[src/rtl/intr_capture_pkg.sv]
package intr_capture_pkg;
  localparam logic [1:0] CLS_FAULT = 2'd0;
  localparam logic [1:0] CLS_TRAP  = 2'd1;
  localparam logic [1:0] CLS_EXT   = 2'd2;

  localparam int ST_COLL    = 0;
  localparam int ST_IRQ     = 1;
  localparam int ST_ENDIAN  = 2;
  localparam int ST_DXL     = 3;
  localparam int ST_IXL     = 4;
  localparam int ST_STEP    = 5;
  localparam int ST_SLOT_LO = 6;

  localparam int SLOT_W       = 2;
  localparam int LAST_SLOT    = 2;
  localparam int BUNDLE_BYTES = 16;
endpackage

[src/rtl/trap_prio_pick.sv]
module trap_prio_pick #(
  parameter int NTRAP = 4
) (
  input  logic             clk_i,
  input  logic             rst_ni,
  input  logic [NTRAP-1:0] vec_i,
  output logic [NTRAP-1:0] sel_o,
  output logic             valid_o
);
  logic [NTRAP:0] seen;

  assign seen[0] = 1'b0;
  for (genvar i = 0; i < NTRAP; i++) begin : g_chain
    assign seen[i+1] = seen[i] | vec_i[i];
    assign sel_o[i]  = vec_i[i] & ~seen[i];
  end
  assign valid_o = seen[NTRAP];

  p_onehot_r9: assert property (@(posedge clk_i) disable iff (!rst_ni)
    $onehot0(sel_o));
  p_sel_subset_r9: assert property (@(posedge clk_i) disable iff (!rst_ni)
    (sel_o & ~vec_i) == '0);
  p_valid_r9: assert property (@(posedge clk_i) disable iff (!rst_ni)
    valid_o == (vec_i != '0));
endmodule

[src/rtl/slot_ip_calc.sv]
module slot_ip_calc
  import intr_capture_pkg::*;
#(
  parameter int IPW = 64
) (
  input  logic [1:0]        cls_i,
  input  logic              legacy_i,
  input  logic              long_bndl_i,
  input  logic [SLOT_W-1:0] slot_i,
  input  logic [IPW-1:0]    cur_ip_i,
  input  logic [IPW-1:0]    next_ip_i,
  output logic [SLOT_W-1:0] sv_slot_o,
  output logic [IPW-1:0]    sv_ip_o
);
  localparam logic [SLOT_W-1:0] LAST = SLOT_W'(LAST_SLOT);
  localparam logic [IPW-1:0]    STEP = IPW'(BUNDLE_BYTES);

  logic is_trap;
  logic wrap;

  assign is_trap = (cls_i == CLS_TRAP);
  assign wrap    = (slot_i >= LAST) || (long_bndl_i && slot_i == SLOT_W'(1));

  always_comb begin
    sv_slot_o = slot_i;
    sv_ip_o   = cur_ip_i;
    if (legacy_i) begin
      sv_slot_o = '0;
      sv_ip_o   = is_trap ? next_ip_i : cur_ip_i;
    end else if (is_trap) begin
      if (wrap) begin
        sv_slot_o = '0;
        sv_ip_o   = cur_ip_i + STEP;
      end else begin
        sv_slot_o = slot_i + SLOT_W'(1);
      end
    end else if (slot_i >= LAST) begin
      sv_slot_o = long_bndl_i ? SLOT_W'(1) : LAST;
    end
  end
endmodule

[src/rtl/entry_status.sv]
module entry_status
  import intr_capture_pkg::*;
#(
  parameter int             SW         = 16,
  parameter logic           DEF_ENDIAN = 1'b0,
  parameter logic [SW-1:0]  CLR_MASK   = SW'(35)
) (
  input  logic          clk_i,
  input  logic          rst_ni,
  input  logic [SW-1:0] stat_i,
  output logic [SW-1:0] stat_o
);
  always_comb begin
    stat_o            = stat_i & ~CLR_MASK;
    stat_o[ST_ENDIAN] = DEF_ENDIAN;
  end

  p_entry_masks_r10: assert property (@(posedge clk_i) disable iff (!rst_ni)
    !stat_o[ST_COLL] && !stat_o[ST_IRQ] && stat_o[ST_ENDIAN] == DEF_ENDIAN);
  p_entry_xlat_r10: assert property (@(posedge clk_i) disable iff (!rst_ni)
    stat_o[ST_DXL] == stat_i[ST_DXL] && stat_o[ST_IXL] == stat_i[ST_IXL]);
endmodule

[src/rtl/intr_capture_unit.sv]
module intr_capture_unit
  import intr_capture_pkg::*;
#(
  parameter int             SW         = 16,
  parameter int             IPW        = 64,
  parameter int             NTRAP      = 4,
  parameter logic           DEF_ENDIAN = 1'b0,
  parameter logic [SW-1:0]  CLR_MASK   = SW'(35)
) (
  input  logic             clk_i,
  input  logic             rst_ni,
  input  logic             intr_stb_i,
  input  logic [1:0]       cls_i,
  input  logic             legacy_i,
  input  logic             long_bndl_i,
  input  logic [1:0]       slot_i,
  input  logic [SW-1:0]    cur_stat_i,
  input  logic [IPW-1:0]   cur_ip_i,
  input  logic [IPW-1:0]   next_ip_i,
  input  logic [NTRAP-1:0] trap_vec_i,
  output logic [SW-1:0]    entry_stat_o,
  output logic [SW-1:0]    saved_stat_o,
  output logic [IPW-1:0]   saved_ip_o,
  output logic [NTRAP-1:0] trap_code_o,
  output logic [NTRAP-1:0] sel_trap_o,
  output logic             sel_valid_o
);
  localparam logic [SW-1:0] SLOT_MASK = SW'({SLOT_W{1'b1}}) << ST_SLOT_LO;

  logic [SLOT_W-1:0] sv_slot;
  logic [IPW-1:0]    sv_ip;
  logic              cap_en;
  logic [SW-1:0]     stat_d, stat_q;
  logic [IPW-1:0]    ip_d, ip_q;
  logic [NTRAP-1:0]  code_d, code_q;

  slot_ip_calc #(.IPW(IPW)) u_slot (
    .cls_i      (cls_i),
    .legacy_i   (legacy_i),
    .long_bndl_i(long_bndl_i),
    .slot_i     (slot_i),
    .cur_ip_i   (cur_ip_i),
    .next_ip_i  (next_ip_i),
    .sv_slot_o  (sv_slot),
    .sv_ip_o    (sv_ip)
  );

  entry_status #(.SW(SW), .DEF_ENDIAN(DEF_ENDIAN), .CLR_MASK(CLR_MASK)) u_entry (
    .clk_i (clk_i),
    .rst_ni(rst_ni),
    .stat_i(cur_stat_i),
    .stat_o(entry_stat_o)
  );

  trap_prio_pick #(.NTRAP(NTRAP)) u_pick (
    .clk_i  (clk_i),
    .rst_ni (rst_ni),
    .vec_i  (trap_vec_i),
    .sel_o  (sel_trap_o),
    .valid_o(sel_valid_o)
  );

  // next-state
  always_comb begin
    cap_en = intr_stb_i & cur_stat_i[ST_COLL];
    stat_d = cur_stat_i;
    stat_d[ST_SLOT_LO +: SLOT_W] = sv_slot;
    ip_d   = sv_ip;
    code_d = (cls_i == CLS_TRAP) ? trap_vec_i : '0;
  end

  // registers with explicit clock enable
  always_ff @(posedge clk_i or negedge rst_ni) begin
    if (!rst_ni) begin
      stat_q <= '0;
      ip_q   <= '0;
      code_q <= '0;
    end else if (cap_en) begin
      stat_q <= stat_d;
      ip_q   <= ip_d;
      code_q <= code_d;
    end
  end

  assign saved_stat_o = stat_q;
  assign saved_ip_o   = ip_q;
  assign trap_code_o  = code_q;

  p_hold_nocoll_r2: assert property (@(posedge clk_i) disable iff (!rst_ni)
    intr_stb_i && !cur_stat_i[ST_COLL] |=>
      $stable(stat_q) && $stable(ip_q) && $stable(code_q));
  p_hold_idle_r11: assert property (@(posedge clk_i) disable iff (!rst_ni)
    !intr_stb_i |=> $stable(stat_q) && $stable(ip_q) && $stable(code_q));
  p_copy_stat_r3: assert property (@(posedge clk_i) disable iff (!rst_ni)
    intr_stb_i && cur_stat_i[ST_COLL] |=>
      (stat_q & ~SLOT_MASK) == ($past(cur_stat_i) & ~SLOT_MASK));
  p_slot_legal_r4: assert property (@(posedge clk_i) disable iff (!rst_ni)
    stat_q[ST_SLOT_LO +: SLOT_W] != SLOT_W'(3));
  p_legacy_slot_r6: assert property (@(posedge clk_i) disable iff (!rst_ni)
    intr_stb_i && cur_stat_i[ST_COLL] && legacy_i |=>
      stat_q[ST_SLOT_LO +: SLOT_W] == '0);
  p_code_clear_r8: assert property (@(posedge clk_i) disable iff (!rst_ni)
    intr_stb_i && cur_stat_i[ST_COLL] && cls_i != CLS_TRAP |=> code_q == '0);
endmodule

[config.mk]
export PLATFORM = sky130hd
export DESIGN_NAME = intr_capture_unit
export DESIGN_NICKNAME = d
export VERILOG_FILES = /design/src/rtl/intr_capture_pkg.sv /design/src/rtl/trap_prio_pick.sv /design/src/rtl/slot_ip_calc.sv /design/src/rtl/entry_status.sv /design/src/rtl/intr_capture_unit.sv
export SDC_FILE = /design/constraint.sdc
export NUM_CORES = 1
export LEC_CHECK = 0
export ABC_AREA = 1
export BUFFER_PORTS_ARGS = -buffer_cell sky130_fd_sc_hd__clkbuf_2
export CAP_MARGIN = 20
export CELL_PAD_IN_SITES_DETAIL_PLACEMENT = 0
export CELL_PAD_IN_SITES_GLOBAL_PLACEMENT = 1
export CORE_MARGIN = 10
export CORE_UTILIZATION = 34
export DETAILED_ROUTE_END_ITERATION = 10
export PLACE_DENSITY = 0.84
export SYNTH_ARGS = -nofsm -noshare
export SYNTH_HDL_FRONTEND = slang
export SYNTH_HIERARCHICAL = 1
export SYNTH_SLANG_ARGS = --single-unit
export TNS_END_PERCENT = 30
[constraint.sdc]
create_clock -name clk_i -period 1.1 [get_ports clk_i]
set_clock_uncertainty 0.15 [all_clocks]
set_input_delay 0.33 -clock clk_i [delete_from_list [all_inputs] [get_ports clk_i]]
set_output_delay 0.33 -clock clk_i [all_outputs]
set_load 0.02 [all_outputs]
* Word-level counts from Yosys, hierarchy flattened
Cells that the tools add are included.
Widths: inputs -> output; s select.
** Word-level totals
- Flip-flop bits (word level) :: 84
- Output and inout port bits :: 105
- Word-level logic and storage cells :: 30
** Operators by class
- Add/subtract/negate cells :: 2
- $lt $le $gt $ge :: 1
- Eq/ne operators :: 2
- Mux-type cells :: 10
- Bitwise operators :: 10
- Reductions and logical operators :: 2
** Operators by type and width (count)
- $mux 64 :: 4
- $add 64x5->64 const B :: 1
- $mux 2 :: 5
- $and 1x1->1 :: 4
- $eq 2x1->1 const B :: 2
- $mux 4 :: 1
- $not 1->1 :: 3
- $or 1x1->1 :: 3
- $add 2x1->2 const B :: 1
- $ge 2x2->1 const B :: 1
- $logic_and 1x1->1 :: 1
- $logic_or 1x1->1 :: 1

* Depth between registers and ports, before layout
Gate-level depths: netlist of the first run.
- Word-level depth :: 6
- Mapped depth :: 14

* Cells and area by module
The synthesis of the first run kept the hierarchy.
** Modules (own cells, without submodules)
- slot_ip_calc :: times used 1, cells each 797, area each 3731.1 µm², seq. area each 0.0 µm²
- intr_capture_unit :: times used 1, cells each 356, area each 3216.8 µm², seq. area each 2102.0 µm²
- entry_status :: times used 1, cells each 17, area each 123.9 µm², seq. area each 0.0 µm²
- trap_prio_pick :: times used 1, cells each 10, area each 46.3 µm², seq. area each 0.0 µm²

* Least setup slack after synthesis of the first run
Ideal clock, no wire load.
- Kind :: input port to flip-flop
- Start :: in slot_i[1]
- End :: reg ip_q[49] (netlist: saved_ip_o[49])
- Library setup time :: 0.116 ns
- Data arrival time :: 1.543 ns
- Required time :: 0.834 ns
- Path slack :: -0.709 ns
- Stages :: 14
- Path buffers :: 1
- Path through :: inv_1 -> ha_1 -> nand2_2 -> nand2_4 -> nand2_4 -> buf_2 -> nor2_1 -> nand3_1 -> nor2_1 -> nand2_1 -> nand3_1 -> nand2_1 -> nand2_1 -> nand2_1
** On the way
- Cells in the longest elaborated chain, start to end :: 6
- Elaborated cells on any way between the ends :: 7
** Ends and longest elaborated chain
- start, declared :: RTL line intr_capture_unit.sv:16 : input logic [1:0] slot_i,
- $eq 2x1->1 :: RTL line slot_ip_calc.sv:22 : assign wrap = (slot_i >= LAST) || (long_bndl_i && slot_i == SLOT_W'(1));
- $logic_and 1x1->1 :: RTL line slot_ip_calc.sv:22
- $logic_or 1x1->1 * :: RTL line slot_ip_calc.sv:22
- $mux 64 * :: RTL line slot_ip_calc.sv:31 : if (wrap) begin
- $mux 64 * :: RTL line slot_ip_calc.sv:30 : end else if (is_trap) begin
- $mux 64 * :: RTL line slot_ip_calc.sv:27 : if (legacy_i) begin
- named net ip_d[49] :: RTL line intr_capture_unit.sv:34 : logic [IPW-1:0] ip_d, ip_q;
- end signal, assigned :: RTL line intr_capture_unit.sv:80 : ip_q <= ip_d;
- end, declared :: RTL line intr_capture_unit.sv:34
The timed path passes the listed nets; every way through them passes the cells marked *.
A chain may end at the register's enable or synchronous reset.

* Worst setup path after layout of the first run
- Start :: in slot_i[1]
- End :: reg ip_q[41] (netlist: saved_ip_o[41])
Same word-level chain as after synthesis.

==> results.md, run 1 <==
- Yosys warning count: 6
- Vias in the first global route: between 9000 and 10000
- PwrDens: 955 nW/µm²
- Pre-CTS WS: -1090 ps
- Area Growth Syn to Fin: 66.7%
- Largest net degree at the start of global routing: 55
- Distinct cells, synth: 34
- Max-cap violations: 0
- Period utilisation layout: 148%
- Worst skew pair latency: 350 ps
- Cts bufs inserted: 9
- Outcome: complete, but fails checks
- Antenna viol nets, final: 0
- # setup viols final: roughly 160
- Most used DFF post-synth: dfrtp_1
- N_diodes: 0
- Number of H-tree levels: 3
- # port buffers: approximately 250
- Die Y: between 150 and 200 µm
- Non-filler cells in the finished layout: 1876
- FF+latch count, synth: 84
- Power consumption: ~11 mW
- CP delay by family, top: simple AND/OR/NAND/NOR gates
- Worst Path Buf+Inv: 3
- RSZ-0062 raised after global routing: true
- WL per Instance: ~18 µm
- Worst setup path class: in2reg
- Worst Setup End Kind: flip-flop
- Placed insts: roughly 1800
- Violated checks: setup timing
- EDFF count, synth: 0
- CP cell instances: clkbuf_16 > inv_16 > ha_4 > nand2_4 > nand2_8 > nand2_8 > buf_6 > nor2_4 > nand2_4 > nor2_2 > nand2_1 > nand3_1 > nand2_1 > nand2_1 > nand2_1
- Layout net count: 1762
- Crit-path max FO: 7
- Leakage: approximately 6.2 nW
- Core area: ~20000 µm²
- CTS tree: built
- Initial Util: 34.8%
- Crit path DAT: 1720 ps
- Setup WS post-layout: -525 ps
- Max IR drop VDD: roughly 0.00071 V
- Fin. Hold Viols: 0
- CP dominant cell by count: nand2_1
- Async set-reset flop share out of synthesis: between 90% and 100%
- Iteration-0 DRC Markers: a little over 600
- Die width: 165 µm
- Minimum clock period: 1620 ps
- Rows: 52
- Fill count: around 2100
- # DRC: 0
- Slowest stage delay, CP: 150 ps
- Setup TNS: -50840 ps
- Worst hold slack: around 24 ps
- Initial antenna violation count: 0
- GRT Total Usage: between 20% and 30%
- Fmax: around 0.6 GHz
- WL final: 33000 µm
- Max Root-Sink Buffers: 2
- DR vias/cell: between 4 and 5
- GP Congestion: 0.980
- Cell count after synthesis: between 1000 and 1500
- Num ports: approximately 260
- First-pass GRT wire length: about 50000 µm
- Die ar.: between 20000 and 30000 µm²
- Startpoint class of the critical path: input port
- Syn Area/Cell: 6.03 µm²
- Layout cells sized above 1: 44.3%
- Pre-antenna DRT Iters: 5
- Final Max Tran Viols: 0
- Post-route cell area: roughly 12000 µm²
- Cell Area, Synth: ~7100 µm²
- Hold WC Path Type: in2reg
- Via count: ~9000
- DPL Wire Length: ~26000 µm
- CP Data Required Time: ~1200 ps
- Post-synthesis sequential area ratio: around 30%
- CTS Sinks: 84
- Placed Area: around 10000 µm²
- CP max-delay cell: nor2_4
- Clock tree root buffer cell: clkbuf_16
- Layout Utilization: between 50% and 60%
- CTS clk-pin slew, worst paths: approximately 70 ps
- GR Overflow Total: 0
layer usage:
layer  vias up  global-route usage (%)  routed length (µm)
li1       4568                       -                   -
met5         -                       0                   0
met3        46                    6.17                2720
met2       311                    39.0               15600
met4         0                    5.56                 683
met1      4242                    29.6               14000
what timing repair did:
item	4_1_cts	5_1_grt
hold endpoints to repair	84	0
endpoints found under the setup margin	156	156
gates resized for setup	173	284
gates cloned	1	0
pin swaps	79	77
hold buffers	1	0
buffers inserted	14	12
logic make-up after synthesis:
kind of cell	Yosys count	synth area share (%)
flip-flops	84	29.5
AND/OR/NAND/NOR	758	45.8
AO/OA/AOI/OAI	155	11.5
XOR/XNOR	5	0.615
buffers and inverters	169	11.2
multiplexers	4	0.633
adder cells (fa/ha/maj)	4	0.703
other	1	0.0527
final timing paths:
| path | end | slack, ps | from | depth (start not counted) |
|---|---|---|---|---|
| worst max-delay path | saved_ip_o[41]$_DFFE_PN0P_ | -520 | slot_i[1] | 15 |
| worst min-delay path | saved_stat_o[1]$_DFFE_PN0P_ | 20 | cur_stat_i[1] | 3 |
| worst max register to register | saved_ip_o[43]$_DFFE_PN0P_ | 250 | saved_ip_o[43]$_DFFE_PN0P_ | 2 |
| worst min register to register | saved_stat_o[0]$_DFFE_PN0P_ | 310 | saved_stat_o[0]$_DFFE_PN0P_ | 1 |
| max in group asynchronous | saved_ip_o[37]$_DFFE_PN0P_ | 140 | rst_ni | 3 |
| min in group asynchronous | saved_stat_o[11]$_DFFE_PN0P_ | 170 | rst_ni | 2 |
placed cells by master (no fill, tap or decap), drive strengths merged:
master	count
a31oi	2
o211ai	3
o21ai	89
ha	4
bufinv	2
clkbuf	170
nand2	489
dfrtp	84
nand4	18
or2	1
nor3	5
dlygate4sd3	1
inv	106
conb	4
clkinv	2
and2	2
mux2	4
o22ai	11
a21oi	46
o21bai	4
nor2	148
xor2	5
buf	311
nand3b	2
nand3	93
power breakdown:
group          leakage (nW)  switching [mW]  internal, mW
combinational          5.02            2.29          1.74
clock                 0.160            1.46          2.07
sequential             1.05           0.275          3.50
total                  6.23            4.02          7.31
tightest hold or removal path, delay by kind of cell:
family                 cells  cell delay, ps
buffers and inverters      1              80
AND/OR/NAND/NOR            2              90
cells in the mapped netlist, types with 14 or more instances:
cell | instances | share of area (%)
o21ai_1 | 14 | 0.98
dfrtp_1 | 84 | 30
inv_1 | 97 | 5.1
nand2_1 | 471 | 25
o21ai_0 | 75 | 5.3
a21oi_1 | 45 | 3.2
nor2_2 | 16 | 1.4
buf_4 | 25 | 2.6
nand2_2 | 14 | 1.2
nor2_1 | 118 | 6.2
nand4_1 | 18 | 1.6
nand3_1 | 91 | 6.4
registers in the layout (all words and copies together), names as in the netlist:
name	count
saved_ip_o	64
saved_stat_o	16
trap_code_o	4
final cells by class:
| type | instances | area (µm²) | area share [%] |
|---|---|---|---|
| Clock buffer | 11 | 243 | 2.05 |
| Multi-Input combinational cell | 930 | 5040 | 42.5 |
| Timing Repair Buffer | 471 | 3600 | 30.4 |
| Inverter | 105 | 450 | 3.80 |
| Tap cell | 270 | 338 | 2.85 |
| Sequential cell | 84 | 2100 | 17.7 |
| Clock inverter | 5 | 82.6 | 0.696 |
Note: power is estimated with default switching activity, not from simulation.
==> run 2: changes to the inputs <==
--- a/config.mk
+++ b/config.mk
@@ -14,6 +14,7 @@
 export CORE_UTILIZATION = 34
 export DETAILED_ROUTE_END_ITERATION = 10
 export PLACE_DENSITY = 0.84
+export SKIP_CTS_REPAIR_TIMING = 1
 export SYNTH_ARGS = -nofsm -noshare
 export SYNTH_HDL_FRONTEND = slang
 export SYNTH_HIERARCHICAL = 1
==> run 2 against run 1 <==
  * The flow still finishes with violations (setup timing)
  * Wire length up 0.24%
  * Highest routed layer unchanged
  * Power down 0.33%
  * Clock power about the same
  * Sequential power about the same
  * Largest power group unchanged
  * Critical path type unchanged
==> results.md, run 2 (same netlist as run 1, synthesis figures left out) <==
- Outcome: complete, but fails checks
- Violated checks: setup timing
- Antenna viol nets, final: 0 (unchanged)
- Pre-antenna DRT Iters: 5 (unchanged)
- Placed Area: 10000 µm² (unchanged)
- Num ports: 262 (unchanged)
- Final Max Tran Viols: 0 (unchanged)
- Commonest non-fill, non-tap cell in the layout: nand2_1
- Max Root-Sink Buffers: 2 (unchanged)
- Initial Util: 34.8% (unchanged)
- R2R Setup Slk: 250 ps (about the same)
- Fin. Hold Viols: 0 (unchanged)
- Crit path DAT: 1770 ps (+50 ps)
- Post-route cell area: 11900 µm² (+0.32%)
- Layout cells sized above 1: 44.7% (+0.46 points)
- # port buffers: 253 (unchanged)
- Die ar.: 27100 µm² (unchanged)
- Area Growth Syn to Fin: 67.2%
- Core area: 20400 µm² (unchanged)
- Die width: 165 µm (unchanged)
- Vias in the first global route: 8697 (-3.4%)
- Max reg flops: 64 (unchanged)
- WL per Instance: 17.7 µm (+0.40%)
- Setup TNS: -49240 ps (+1600 ps)
- Leakage: 6.24 nW (about the same)
- CTS clk-pin slew, worst paths: 70 ps (about the same)
- Hold WC Path Type: in2reg
- Max IR drop VDD: 0.000680 V (-4.9%)
- RSZ-0062 raised after global routing: true
- Initial antenna violation count: 0 (unchanged)
- Layout net count: 1759 (-0.17%)
- Non-filler cells in the finished layout: 1873 (-0.16%)
- Rows: 52 (unchanged)
- Worst skew pair latency: 350 ps (about the same)
- # DRC: 0 (unchanged)
- Via count: 9215 (+0.52%)
- Power consumption: 11.3 mW (-0.33%)
- N_diodes: 0 (unchanged)
- DPL Wire Length: 26200 µm (unchanged)
- Fill count: 2053 (-0.15%)
- Worst hold slack: 25.2 ps (+1.33 ps)
- Fmax: 0.615 GHz (-0.13%)
- PwrDens: 949 nW/µm² (-0.65%)
- Clock tree root buffer cell: clkbuf_16
- Period utilisation layout: 148% (+0.19 points)
- Setup WS post-layout: -527 ps (-2.08 ps)
- GR Overflow Total: 0 (unchanged)
- Number of H-tree levels: 3 (unchanged)
- Placed insts: 1832 (unchanged)
- Worst setup path class: in2reg
- Cts bufs inserted: 9 (unchanged)
- Minimum clock period: 1630 ps (+2.08 ps)
- Iteration-0 DRC Markers: 639 (+5.4%)
- First-pass GRT wire length: 48100 µm (-3.3%)
- Max-cap violations: 0 (unchanged)
- CTS tree: built
- GRT Total Usage: 22.6% (-0.76 points)
- Crit-path max FO: 5 (-2)
- GP Congestion: 0.980 (unchanged)
- Most frequent cells in the layout: nand2_1, buf_4, clkbuf_2
- DR vias/cell: 4.92 (+0.68%)
- Largest net degree at the start of global routing: 55 (unchanged)
- CTS Sinks: 84 (unchanged)
- # setup viols final: 155 (unchanged)
- Die Y: 165 µm (unchanged)
- Startpoint class of the critical path: input port
- Worst Setup End Kind: flip-flop
- CP Data Required Time: 1250 ps (+50 ps)
- WL final: 33100 µm (+0.24%)
==> run 2: changes by cell type in the layout (fill, tap and decap cells not counted), moves of 5 or more <==
cell	previous run	this run
nor2_4	45	50
nor2_1	72	63
nand3_2	24	18
nand2_4	18	27
nand2_1	416	404
clkbuf_8	6	1
buf_2	41	31
clkbuf_2	148	160
==> run 2: final timing paths <==
check                      cells past startpoint                           end                         from
hold reg to reg                                1   saved_stat_o[0]$_DFFE_PN0P_  saved_stat_o[0]$_DFFE_PN0P_
hold / removal                                 3   saved_stat_o[1]$_DFFE_PN0P_                cur_stat_i[1]
max in group asynchronous                      3    saved_ip_o[37]$_DFFE_PN0P_                       rst_ni
setup / recovery                              14    saved_ip_o[39]$_DFFE_PN0P_                    slot_i[0]
min in group asynchronous                      2  saved_stat_o[11]$_DFFE_PN0P_                       rst_ni
setup reg to reg                               1   saved_stat_o[0]$_DFFE_PN0P_  saved_stat_o[0]$_DFFE_PN0P_
==> run 2: per-layer routing <==
layer,wire length (µm),global-route usage [%],vias to the layer above,share of wire (%)
met4,549,4.51,0,1.7
li1,-,-,4555,-
met2,15800,37.9,354,48
met3,2820,5.70,42,8.5
met1,14000,28.9,4264,42
met5,0,0,-,0
==> run 2: per-stage QoR <==
stage / worst slack (ps) / util [%]
after global placement: -1060 / 49.1
after detailed placement: -1090 / 49.1
final: -527 / 58.2
after global routing: -570 / 58.2
after CTS: -726 / 50.7
after floorplan: -547 / -
==> run 2: power by group <==
part	internal [mW]	switching (mW)	total, mW	leakage (nW)
sequential	3.50	0.266	3.77	1.05
combinational	1.70	2.31	4.01	5.03
clock	2.07	1.45	3.52	0.160
total	7.27	4.03	11.3	6.24
==> run 2: cell type report <==
cell class / count / area [µm²] / share of cell area [%]
timing repair buffer: 468 / 3530 / 29.7
sequential: 84 / 2100 / 17.7
clock buffer: 11 / 243 / 2.04
tap: 270 / 338 / 2.84
clock inverter: 5 / 82.6 / 0.694
multi-input combinational: 930 / 5160 / 43.3
inverter: 105 / 443 / 3.72
==> run 2: worst max-delay path: stages <==
cell	delay, ps
buf_12	100
inv_12	30
ha_4	150
nor2_4	180
nand2_8	100
buf_12	150
buf_4	130
nand3_4	60
nor2_4	40
nand3_2	80
nand2_2	50
o21ai_2	210
nand2_1	80
nand2_1	60
